## config.mk

```make
export PLATFORM = sky130hd
export DESIGN_NAME = msi_doorbell_ctrl
export DESIGN_NICKNAME = d
export VERILOG_FILES = /design/src/rtl/msi_db_pkg.sv /design/src/rtl/msi_db_cfg.sv /design/src/rtl/msi_db_match.sv /design/src/rtl/msi_db_pend.sv /design/src/rtl/msi_doorbell_ctrl.sv
export SDC_FILE = /design/constraint.sdc
export NUM_CORES = 1
export LEC_CHECK = 0
export ABC_CLOCK_PERIOD_IN_PS = 2850
export BUFFER_PORTS_ARGS = -buffer_cell sky130_fd_sc_hd__buf_2
export CAP_MARGIN = 40
export CORE_ASPECT_RATIO = 1.75
export CORE_MARGIN = 2
export CORE_UTILIZATION = 39
export CTS_CLUSTER_SIZE = 25
export DETAILED_ROUTE_END_ITERATION = 16
export PLACE_DENSITY = 0.72
export SYNTH_ARGS = -nofsm -noshare
export SYNTH_HDL_FRONTEND = slang
export SYNTH_SLANG_ARGS = --single-unit
```

## constraint.sdc

```tcl
create_clock -name clk -period 2.85 [get_ports clk]
set_input_delay 0.285 -clock clk [delete_from_list [all_inputs] [get_ports clk]]
set_output_delay 0.285 -clock clk [all_outputs]
set_load 0.01 [all_outputs]
```

## src/rtl/msi_db_pkg.sv

```systemverilog
package msi_db_pkg;
    localparam int REG_AW = 12;
    localparam int REG_W  = 32;
    localparam int VEC_W  = 5;

    localparam logic [REG_AW-1:0] OFS_DB_LO  = 12'h820;
    localparam logic [REG_AW-1:0] OFS_DB_HI  = 12'h824;
    localparam logic [REG_AW-1:0] OFS_ENABLE = 12'h828;
    localparam logic [REG_AW-1:0] OFS_MASK   = 12'h82C;
    localparam logic [REG_AW-1:0] OFS_STATUS = 12'h830;

    typedef enum logic [2:0] {
        SEL_NONE,
        SEL_DB_LO,
        SEL_DB_HI,
        SEL_ENABLE,
        SEL_MASK,
        SEL_STATUS
    } reg_sel_e;

    function automatic reg_sel_e decode_offset(input logic [REG_AW-1:0] ofs);
        reg_sel_e sel;
        case (ofs)
            OFS_DB_LO:  sel = SEL_DB_LO;
            OFS_DB_HI:  sel = SEL_DB_HI;
            OFS_ENABLE: sel = SEL_ENABLE;
            OFS_MASK:   sel = SEL_MASK;
            OFS_STATUS: sel = SEL_STATUS;
            default:    sel = SEL_NONE;
        endcase
        return sel;
    endfunction
endpackage

```

## src/rtl/msi_db_cfg.sv

```systemverilog
module msi_db_cfg
    import msi_db_pkg::*;
#(
    parameter int ADDR_W = 64,
    parameter int NVEC   = 32
) (
    input  logic              clk,
    input  logic              rst_n,
    input  logic              reg_wr,
    input  logic [REG_AW-1:0] reg_addr,
    input  logic [REG_W-1:0]  reg_wdata,
    input  logic [REG_W-1:0]  status_i,
    output logic [ADDR_W-1:0] db_addr_o,
    output logic [REG_W-1:0]  enable_o,
    output logic [REG_W-1:0]  mask_o,
    output logic              stat_wr_o,
    output logic [REG_W-1:0]  stat_wdata_o,
    output logic [REG_W-1:0]  reg_rdata
);
    localparam int HI_W = ADDR_W - REG_W;
    localparam logic [REG_W-1:0] VMASK = (NVEC >= REG_W) ? '1 : ((REG_W'(1) << NVEC) - 1'b1);

    typedef struct packed {
        logic [REG_W-1:0] lo;
        logic [HI_W-1:0]  hi;
        logic [REG_W-1:0] en;
        logic [REG_W-1:0] msk;
    } cfg_t;

    cfg_t     cfg_d, cfg_q;
    reg_sel_e sel_wr, sel_rd;

    always_comb begin
        cfg_d  = cfg_q;
        sel_wr = reg_wr ? decode_offset(reg_addr) : SEL_NONE;
        case (sel_wr)
            SEL_DB_LO:  cfg_d.lo  = reg_wdata;
            SEL_DB_HI:  cfg_d.hi  = reg_wdata[HI_W-1:0];
            SEL_ENABLE: cfg_d.en  = reg_wdata & VMASK;
            SEL_MASK:   cfg_d.msk = reg_wdata & VMASK;
            default:    ;
        endcase
    end

    always_ff @(posedge clk) begin
        if (!rst_n) cfg_q <= '0;
        else        cfg_q <= cfg_d;
    end

    always_comb begin
        sel_rd    = decode_offset(reg_addr);
        reg_rdata = '0;
        case (sel_rd)
            SEL_DB_LO:  reg_rdata = cfg_q.lo;
            SEL_DB_HI:  reg_rdata = REG_W'(cfg_q.hi);
            SEL_ENABLE: reg_rdata = cfg_q.en;
            SEL_MASK:   reg_rdata = cfg_q.msk;
            SEL_STATUS: reg_rdata = status_i;
            default:    reg_rdata = '0;
        endcase
    end

    assign db_addr_o    = {cfg_q.hi, cfg_q.lo};
    assign enable_o     = cfg_q.en;
    assign mask_o       = cfg_q.msk;
    assign stat_wr_o    = (sel_wr == SEL_STATUS);
    assign stat_wdata_o = reg_wdata & VMASK;


    en_follow_chk: assert property (@(posedge clk) disable iff (!rst_n)
        (reg_wr && reg_addr == OFS_ENABLE) |=> (enable_o == ($past(reg_wdata) & VMASK)));


    lo_follow_chk: assert property (@(posedge clk) disable iff (!rst_n)
        (reg_wr && reg_addr == OFS_DB_LO) |=> (db_addr_o[REG_W-1:0] == $past(reg_wdata)));
endmodule

```

## src/rtl/msi_db_match.sv

```systemverilog
module msi_db_match
    import msi_db_pkg::*;
#(
    parameter int ADDR_W = 64
) (
    input  logic              clk,
    input  logic              rst_n,
    input  logic              ib_valid,
    input  logic              ib_write,
    input  logic [ADDR_W-1:0] ib_addr,
    input  logic [3:0]        ib_be,
    input  logic [REG_W-1:0]  ib_wdata,
    input  logic [ADDR_W-1:0] db_addr_i,
    input  logic [REG_W-1:0]  enable_i,
    output logic              claim_o,
    output logic [VEC_W-1:0]  vec_o
);
    logic decode_on, addr_hit, full_word;

    always_comb begin
        decode_on = |enable_i;
        addr_hit  = (ib_addr == db_addr_i);
        full_word = (ib_be == 4'hF);
        claim_o   = ib_valid && ib_write && full_word && addr_hit && decode_on;
        vec_o     = ib_wdata[VEC_W-1:0];
    end


    read_pass_chk: assert property (@(posedge clk) disable iff (!rst_n)
        (ib_valid && !ib_write) |-> !claim_o);


    decode_gate_chk: assert property (@(posedge clk) disable iff (!rst_n)
        claim_o |-> (enable_i != '0 && ib_addr == db_addr_i));
endmodule

```

## src/rtl/msi_db_pend.sv

```systemverilog
module msi_db_pend
    import msi_db_pkg::*;
#(
    parameter int NVEC = 32
) (
    input  logic             clk,
    input  logic             rst_n,
    input  logic             db_fire,
    input  logic [VEC_W-1:0] vec_i,
    input  logic [REG_W-1:0] enable_i,
    input  logic [REG_W-1:0] mask_i,
    input  logic             stat_wr,
    input  logic [REG_W-1:0] stat_wdata,
    output logic [REG_W-1:0] status_o,
    output logic             irq_o
);
    typedef struct packed {
        logic [REG_W-1:0] status;
        logic             irq;
    } pend_t;

    pend_t            st_d, st_q;
    logic [REG_W-1:0] toggled, set_bits;

    always_comb begin
        st_d     = st_q;
        toggled  = st_q.status ^ (stat_wr ? stat_wdata : '0);
        set_bits = db_fire ? ((REG_W'(1) << vec_i) & enable_i) : '0;
        st_d.status = toggled | set_bits;
        if (stat_wr && toggled == '0)
            st_d.irq = 1'b0;
        if (db_fire && (st_d.status & ~mask_i) != '0)
            st_d.irq = 1'b1;
    end

    always_ff @(posedge clk) begin
        if (!rst_n) st_q <= '0;
        else        st_q <= st_d;
    end

    assign status_o = st_q.status;
    assign irq_o    = st_q.irq;


    irq_rise_chk: assert property (@(posedge clk) disable iff (!rst_n)
        $rose(irq_o) |-> $past(db_fire));


    irq_fall_chk: assert property (@(posedge clk) disable iff (!rst_n)
        $fell(irq_o) |-> $past(stat_wr));


    stat_set_chk: assert property (@(posedge clk) disable iff (!rst_n)
        ((status_o & ~$past(status_o) & ~($past(stat_wr) ? $past(stat_wdata) : '0)
          & ~$past(enable_i)) == '0));


    stat_order_chk: assert property (@(posedge clk) disable iff (!rst_n)
        (db_fire && stat_wr && enable_i[vec_i]) |=> status_o[$past(vec_i)]);
endmodule

```

## src/rtl/msi_doorbell_ctrl.sv

```systemverilog
module msi_doorbell_ctrl
    import msi_db_pkg::*;
#(
    parameter int ADDR_W = 64,
    parameter int NVEC   = 32
) (
    input  logic              clk,
    input  logic              rst_n,
    input  logic              reg_wr,
    input  logic [REG_AW-1:0] reg_addr,
    input  logic [REG_W-1:0]  reg_wdata,
    output logic [REG_W-1:0]  reg_rdata,
    input  logic              ib_valid,
    input  logic              ib_write,
    input  logic [ADDR_W-1:0] ib_addr,
    input  logic [3:0]        ib_be,
    input  logic [REG_W-1:0]  ib_wdata,
    output logic              ib_claim,
    output logic              irq
);
    logic [ADDR_W-1:0] db_addr;
    logic [REG_W-1:0]  enable, mask, status, stat_wdata;
    logic              stat_wr;
    logic [VEC_W-1:0]  vec;

    msi_db_cfg #(.ADDR_W(ADDR_W), .NVEC(NVEC)) u_cfg (
        .clk(clk), .rst_n(rst_n), .reg_wr(reg_wr), .reg_addr(reg_addr),
        .reg_wdata(reg_wdata), .status_i(status), .db_addr_o(db_addr),
        .enable_o(enable), .mask_o(mask), .stat_wr_o(stat_wr),
        .stat_wdata_o(stat_wdata), .reg_rdata(reg_rdata)
    );

    msi_db_match #(.ADDR_W(ADDR_W)) u_match (
        .clk(clk), .rst_n(rst_n), .ib_valid(ib_valid), .ib_write(ib_write),
        .ib_addr(ib_addr), .ib_be(ib_be), .ib_wdata(ib_wdata),
        .db_addr_i(db_addr), .enable_i(enable), .claim_o(ib_claim), .vec_o(vec)
    );

    msi_db_pend #(.NVEC(NVEC)) u_pend (
        .clk(clk), .rst_n(rst_n), .db_fire(ib_claim), .vec_i(vec),
        .enable_i(enable), .mask_i(mask), .stat_wr(stat_wr),
        .stat_wdata(stat_wdata), .status_o(status), .irq_o(irq)
    );


    claim_full_chk: assert property (@(posedge clk) disable iff (!rst_n)
        ib_claim |-> (ib_be == 4'hF && ib_write));
endmodule

```

[Word-level counts from Yosys, hierarchy flattened]
Cells that the tools add are included.
Storage, ports and cells
  bits in registers: 161
  output and inout port bits: 34
  word-level logic and storage cells: 46
Operators by class
  equality and inequality tests: 17
  shifts and indexed selects: 1
  multiplexer cells: 7
  bitwise gates (word level): 5
  reductions and logical operators: 10
Operators with widths (count)
  32-bit case mux with 5 select lines: 1
  32-bit bitwise AND: 2
  64-bit equality test: 1
  32-bit two-way mux: 2
  12-bit equality test (second input constant): 5
  32-bit logical NOT: 1
  32-bit inverter: 1
  32-bit bitwise OR: 1
  32-bit nonzero test: 1
  32-bit OR reduction: 1
  1-bit by 5-bit << shifter with 32-bit output (first input constant): 1
  32-bit bitwise XOR: 1
  3-bit case mux with 5 select lines: 1
  3-bit by 2-bit equality test with 1-bit output (second input constant): 4
  3-bit equality test (second input constant): 4
  3-bit by 1-bit equality test with 1-bit output (second input constant): 2
  1-bit logical AND: 6
  4-bit equality test (second input constant): 1
  3-bit two-way mux: 1
  1-bit two-way mux: 2
  2-bit nonzero test: 1

[Depth between registers and ports, before layout]
  depth in word-level cells: 11
  gate-level depth with buffers: 10

[Modules after synthesis]
A second synthesis with hierarchy kept.
Unflattened totals
  cell total of the unflattened synthesis: 1156
  area total of the unflattened synthesis: 9973.3 um^2
Modules (own cells, without submodules)
  msi_db_cfg: instances 1, cells an instance 688, area an instance 6261.0 um^2
  msi_db_pend: instances 1, cells an instance 359, area an instance 2871.5 um^2
  msi_db_match: instances 1, cells an instance 109, area an instance 840.8 um^2

[Least setup slack after synthesis]
OpenSTA, ideal clock, no wires.
  kind: input -> register
  start: input port reg_addr[7]
  end: register u_pend.st_q, in the netlist u_pend.irq_o
  arrival time: 2732 ps
  setup slack: 2 ps
  cell stages on the path: 10
  path buffers: 2
  path through: or4_4 -> buf_6 -> nor4_2 -> clkbuf_1 -> nand2_1 -> xnor2_1 -> a211o_1 -> nor4_1 -> nand4_1 -> a31o_1
On the way
  longest elaborated chain between the ends: 11
Ends and longest elaborated chain
  start: declaration: line msi_doorbell_ctrl.sv:10  | input logic [REG_AW-1:0] reg_addr,
  12-bit equality test: line msi_db_pkg.sv:23  | case (ofs)
  3-bit case mux with 5 select lines (*): line msi_db_pkg.sv:23
  3-bit two-way mux (*): line msi_db_cfg.sv:35  | sel_wr = reg_wr ? decode_offset(reg_addr) : SEL_NONE;
  3-bit equality test (*): line msi_db_cfg.sv:66  | assign stat_wr_o = (sel_wr == SEL_STATUS);
  32-bit two-way mux: line msi_db_pend.sv:27  | toggled = st_q.status ^ (stat_wr ? stat_wdata : '0);
  32-bit bitwise XOR: line msi_db_pend.sv:27
  32-bit bitwise OR: line msi_db_pend.sv:29  | st_d.status = toggled | set_bits;
  32-bit bitwise AND: line msi_db_pend.sv:32  | if (db_fire && (st_d.status & ~mask_i) != '0)
  32-bit nonzero test: line msi_db_pend.sv:32
  1-bit logical AND: line msi_db_pend.sv:32
  1-bit two-way mux or 2-bit nonzero test (tied branches)
  end signal: assignment: line msi_db_pend.sv:38  | else st_q <= st_d;
  end: declaration: line msi_db_pend.sv:22  | pend_t st_d, st_q;
Every way passes the cells marked *; elsewhere a longest branch is shown, timed or not.
A chain may end at the register's enable or synchronous reset.

[Worst setup path in the final report]
  start: input port reg_addr[8]
  end: output port reg_rdata[21]
On the way
  longest elaborated chain between the ends: 4
Ends and longest elaborated chain
  12-bit equality test: line msi_db_pkg.sv:23
  3-bit case mux with 5 select lines (*): line msi_db_pkg.sv:23
  3-bit equality test (tied with other cells): line msi_db_cfg.sv:53  | case (sel_rd)
  32-bit case mux with 5 select lines (*): line msi_db_cfg.sv:53
  end: declaration: line msi_doorbell_ctrl.sv:12  | output logic [REG_W-1:0] reg_rdata,
Marked as above.

==> key figures <==
Placement
  • RePlAce Congestion: 1.03
  • DP Wirelength: 34100 um
  • IO Port Bufs: 155

Timing
  • Final Cycle Share: 0.989
  • Fin. max-slew vios: 0
  • Final hold viol count: 0
  • Fmax: 355 MHz
  • Final Skew: 8.97 ps
  • RSZ-0062 raised after global routing: no
  • Final setup fails: 0
  • Hold slack: 164 ps
  • Worst rel slew slack: 0.505
  • Measured slew at the worst slew-check pin: 742 ps
  • Post-route minimum period: 2820 ps
  • Setup TNS: 0 ps

Floorplanning
  • Die width: 121 um
  • Ports: 183
  • Core area: 23800 um2
  • Die height: 209 um
  • Initial core utilization: 0.395
  • Rows: 75
  • Total Die Area: 25400 um2

Critical path
  • Top Family by Delay on Critical Path: simple AND/OR/NAND/NOR gates
  • RR Endpoint: u_pend.status_o[16]$_SDFF_PN0_
  • CP arrival: 2530 ps
  • Crit path kind: input pin to primary output
  • Most frequent CP cell: buf_2
  • Largest fanout on the critical path: 32
  • Worst EP required: 2570 ps
  • R2R setup slack: 180 ps
  • Crit path capture type: primary output
  • Crit-path cells: buf_2, or4_4, or3_4, nor2_1, and3_1, buf_12, a22oi_1, nand2_1, buf_2
  • Critical path's slowest cell: or4_4
  • Worst r2r path cells: 10
  • CP bufs+invs: 3
  • Worst r2r src: u_cfg.db_addr_o[50]$_SDFFE_PN0N_
  • Critical path startpoint category: input pin
  • Slowest stage delay, CP: 620 ps

Pwr
  • Int Pwr: 0.00388 W
  • Clk pwr share: 0.469
  • Final Power: 0.00510 W
  • Peak supply drop: 0.406 mV
  • Gate power share: 0.089
  • PwrDens: 416 nW/um2
  • Sequential power share: 0.441
  • Leak pwr: 4.61 nW
  • P_sw: 0.00122 W
  • Sw Ratio: 0.239

Route
  • First DRT Iteration DRCs: 1131
  • Vias per inst: 5.90
  • Post-route DRC: 0
  • Drt wl/cell: 24.0 um
  • Post-DRT Antenna Nets: 0
  • Post-Route WL: 43100 um
  • Pre-antenna DRT Iters: 6
  • Vias after detailed routing: 10600

Clocking
  • Cts hold-fix bufs: 0
  • CTS root buffer: clkbuf_16
  • Clock latency on the worst-skew pair: 440 ps
  • Clock Pin Slew Worst Setup and Hold Paths: 60 ps
  • Clock Path Buffers: 2
  • Clock net sink count: 161
  • CTS tree: yes
  • CTS buffer count: 17
  • H-tree levels: 4

Yosys
  • YS warnings: 0
  • Synth Flop Type: dfxtp_1
  • #FFs+latches synth: 161
  • Share of the synthesized area in the top cell type: 0.343
  • EDFF count, synth: 0
  • Yosys top cell by area: dfxtp_1
  • Syn Inst Count: 1229
  • Seq/Total Area, Yosys: 0.343
  • Synth unique cells: 59
  • Top area cells in the synthesized netlist: dfxtp_1 34%, nand2_1 13%, a21boi_0 9.9%
  • Syn_nets: 1378
  • Netlist Area Pre-Place: 9410 um2
  • Ys async rst share: 0
  • Syn_area_per_cell: 7.65 um2

Outcome
  • Status: finished, final reports clean

Global routing
  • Maximum number of pins on one net before global-route repair: 60
  • Overflow after GRT: 0
  • Vias in the first global route: 10500
  • Total global-route track usage: 0.339
  • Global route hottest layer: met2
  • Initial antenna violation count: 1
  • First-pass GRT wire length: 63700 um
  • GR Util met2: 0.582
  • M3 GR Usage: 0.0522
  • Met1 Resource Use GR: 0.360

Hold path
  • Hold endpoint: u_cfg.mask_o[9]$_SDFFE_PN0N_
  • Worst hold path type: input pin to register
  • Worst Hold Depth: 3
  • Min-Delay Startpoint: reg_wdata[9]

Layout
  • # fillers: 2375
  • Area grow syn2layout: 30.4%
  • Share of post-route cells with drive strength above 1: 0.246
  • Final #Nets: 1625
  • FF/Latch Area: 3220 um2
  • Area of the multi-input gates: 5840 um2

Run
  • Max-cap violation count: 0
[cell usage in the layout (no fill, tap or decap), types with 7 or more instances in the layout]
cell / count
a21boi_0: 123
a21boi_1: 13
a222oi_1: 32
a22oi_1: 35
a31oi_1: 7
and2_1: 16
buf_12: 12
buf_2: 155
buf_4: 146
clkbuf_16: 17
dfxtp_1: 160
inv_1: 24
nand2_1: 328
nand2b_1: 23
nand3_1: 18
nand3b_1: 16
nand4_1: 40
nor2_1: 34
nor2b_1: 12
nor3_1: 8
nor4_1: 32
o21a_1: 8
o21ai_0: 26
o22ai_1: 15
xnor2_1: 63
xor2_1: 18
[logic make-up (layout without fill, tap and decap cells)]
logic type | count (synthesis) | after routing | synth area share
XOR/XNOR | 83 | 83 | 0.0773
buffers and inverters | 111 | 368 | 0.0456
other | 0 | 1 | 0
AO/OA/AOI/OAI | 296 | 296 | 0.236
flip-flops | 161 | 161 | 0.343
AND/OR/NAND/NOR | 575 | 575 | 0.296
multiplexers | 3 | 3 | 0.00319
[power by group through the flow]
| stage | Clock [W] | Combinational (W) | Sequential, W |
|---|---|---|---|
| after global placement | 0 | 0.000437 | 0.00230 |
| after global routing | 0.00248 | 0.000476 | 0.00225 |
| after CTS | 0.00241 | 0.000439 | 0.00225 |
| after detailed placement | 0 | 0.000436 | 0.00230 |
| final | 0.00239 | 0.000456 | 0.00225 |
| after floorplan | 0 | 0.000165 | 0.00230 |
[worst max path at each step]
stage / startpoint / endpoint / slack, ps / cells after the start
after CTS: u_cfg.db_addr_o[1]$_SDFFE_PN0N_ / ib_claim / 20 / 7
after detailed placement: reg_addr[7] / u_pend.irq_o$_SDFFE_PN0P_ / -300 / 10
after global placement: ib_addr[52] / u_pend.status_o[17]$_SDFF_PN0_ / -210 / 11
final: reg_addr[8] / reg_rdata[21] / 30 / 9
after global routing: u_cfg.db_addr_o[26]$_SDFFE_PN0N_ / u_pend.status_o[17]$_SDFF_PN0_ / 5 / 8
after floorplan: reg_addr[7] / u_pend.irq_o$_SDFFE_PN0P_ / 2 / 10
[stage by stage]
stage | std cells | util | setup WS, ps | cell area (um2)
after floorplan | 1229 | - | 1.96 | 9410
after global placement | 1762 | 0.486 | -206 | 11600
after detailed placement | 1762 | 0.486 | -297 | 11600
after CTS | 1791 | 0.512 | 16.2 | 12200
after global routing | 1795 | 0.515 | 4.69 | 12300
final | 1795 | 0.515 | 31.5 | 12300
[sequential cells by signal, summed over array words and instances (netlist names)]
signal and count:
u_cfg.enable_o 32, u_cfg.mask_o 32, u_pend.irq_o 1, u_cfg.db_addr_o 64, u_pend.status_o 32
[worst register-to-register path, stage by stage (launching register included)]
cell     delay, ps
dfxtp_1        320
xnor2_1        170
buf_4          180
nand4_1        120
nor4_2         300
buf_4          150
nand4_1         60
or4_4          550
or3_4          470
o21ai_0        160
and2_1         130
[cells in the mapped netlist (4+ instances only)]
master       n
nand2b_1    24
nand4_1     40
a31oi_1      7
nand4b_1     4
nand3b_1    16
clkbuf_1    84
nor4bb_1     5
a22oi_1     35
o2111ai_1    6
nor2b_1     12
and3_1       4
a222oi_1    32
xnor2_1     65
nor4_1      34
inv_1       24
dfxtp_1    161
a21boi_1    12
xor2_1      18
a21oi_1      6
and2_1      16
nor2_1      36
nor3_1       8
or3_1        6
a21boi_0   124
o22ai_1     15
o21ai_0     30
nand3_1     18
nand2_1    328
o21a_1       8
[layer usage]
layer,part of all wire,up-vias
met5,0,-
met4,0.10,0
met3,0.061,195
met2,0.49,568
met1,0.35,4951
li1,-,4868
[layout make-up]
cell class                      count  share of cell area
Tap cell                          308              0.0314
Sequential cell                   161               0.263
Inverter                           24             0.00734
Clock buffer                       17              0.0347
Timing Repair Buffer              315               0.174
Multi-Input combinational cell    957               0.476
Antenna cell                        1            0.000204
Clock inverter                     12              0.0138
[what timing repair did]
action	CTS	global route
cloned	0	0
setup endpoints to repair	31	46
pin swaps	1	6
setup buffers	0	1
gates resized for setup	6	12
Power figures use the tool's default switching activity.
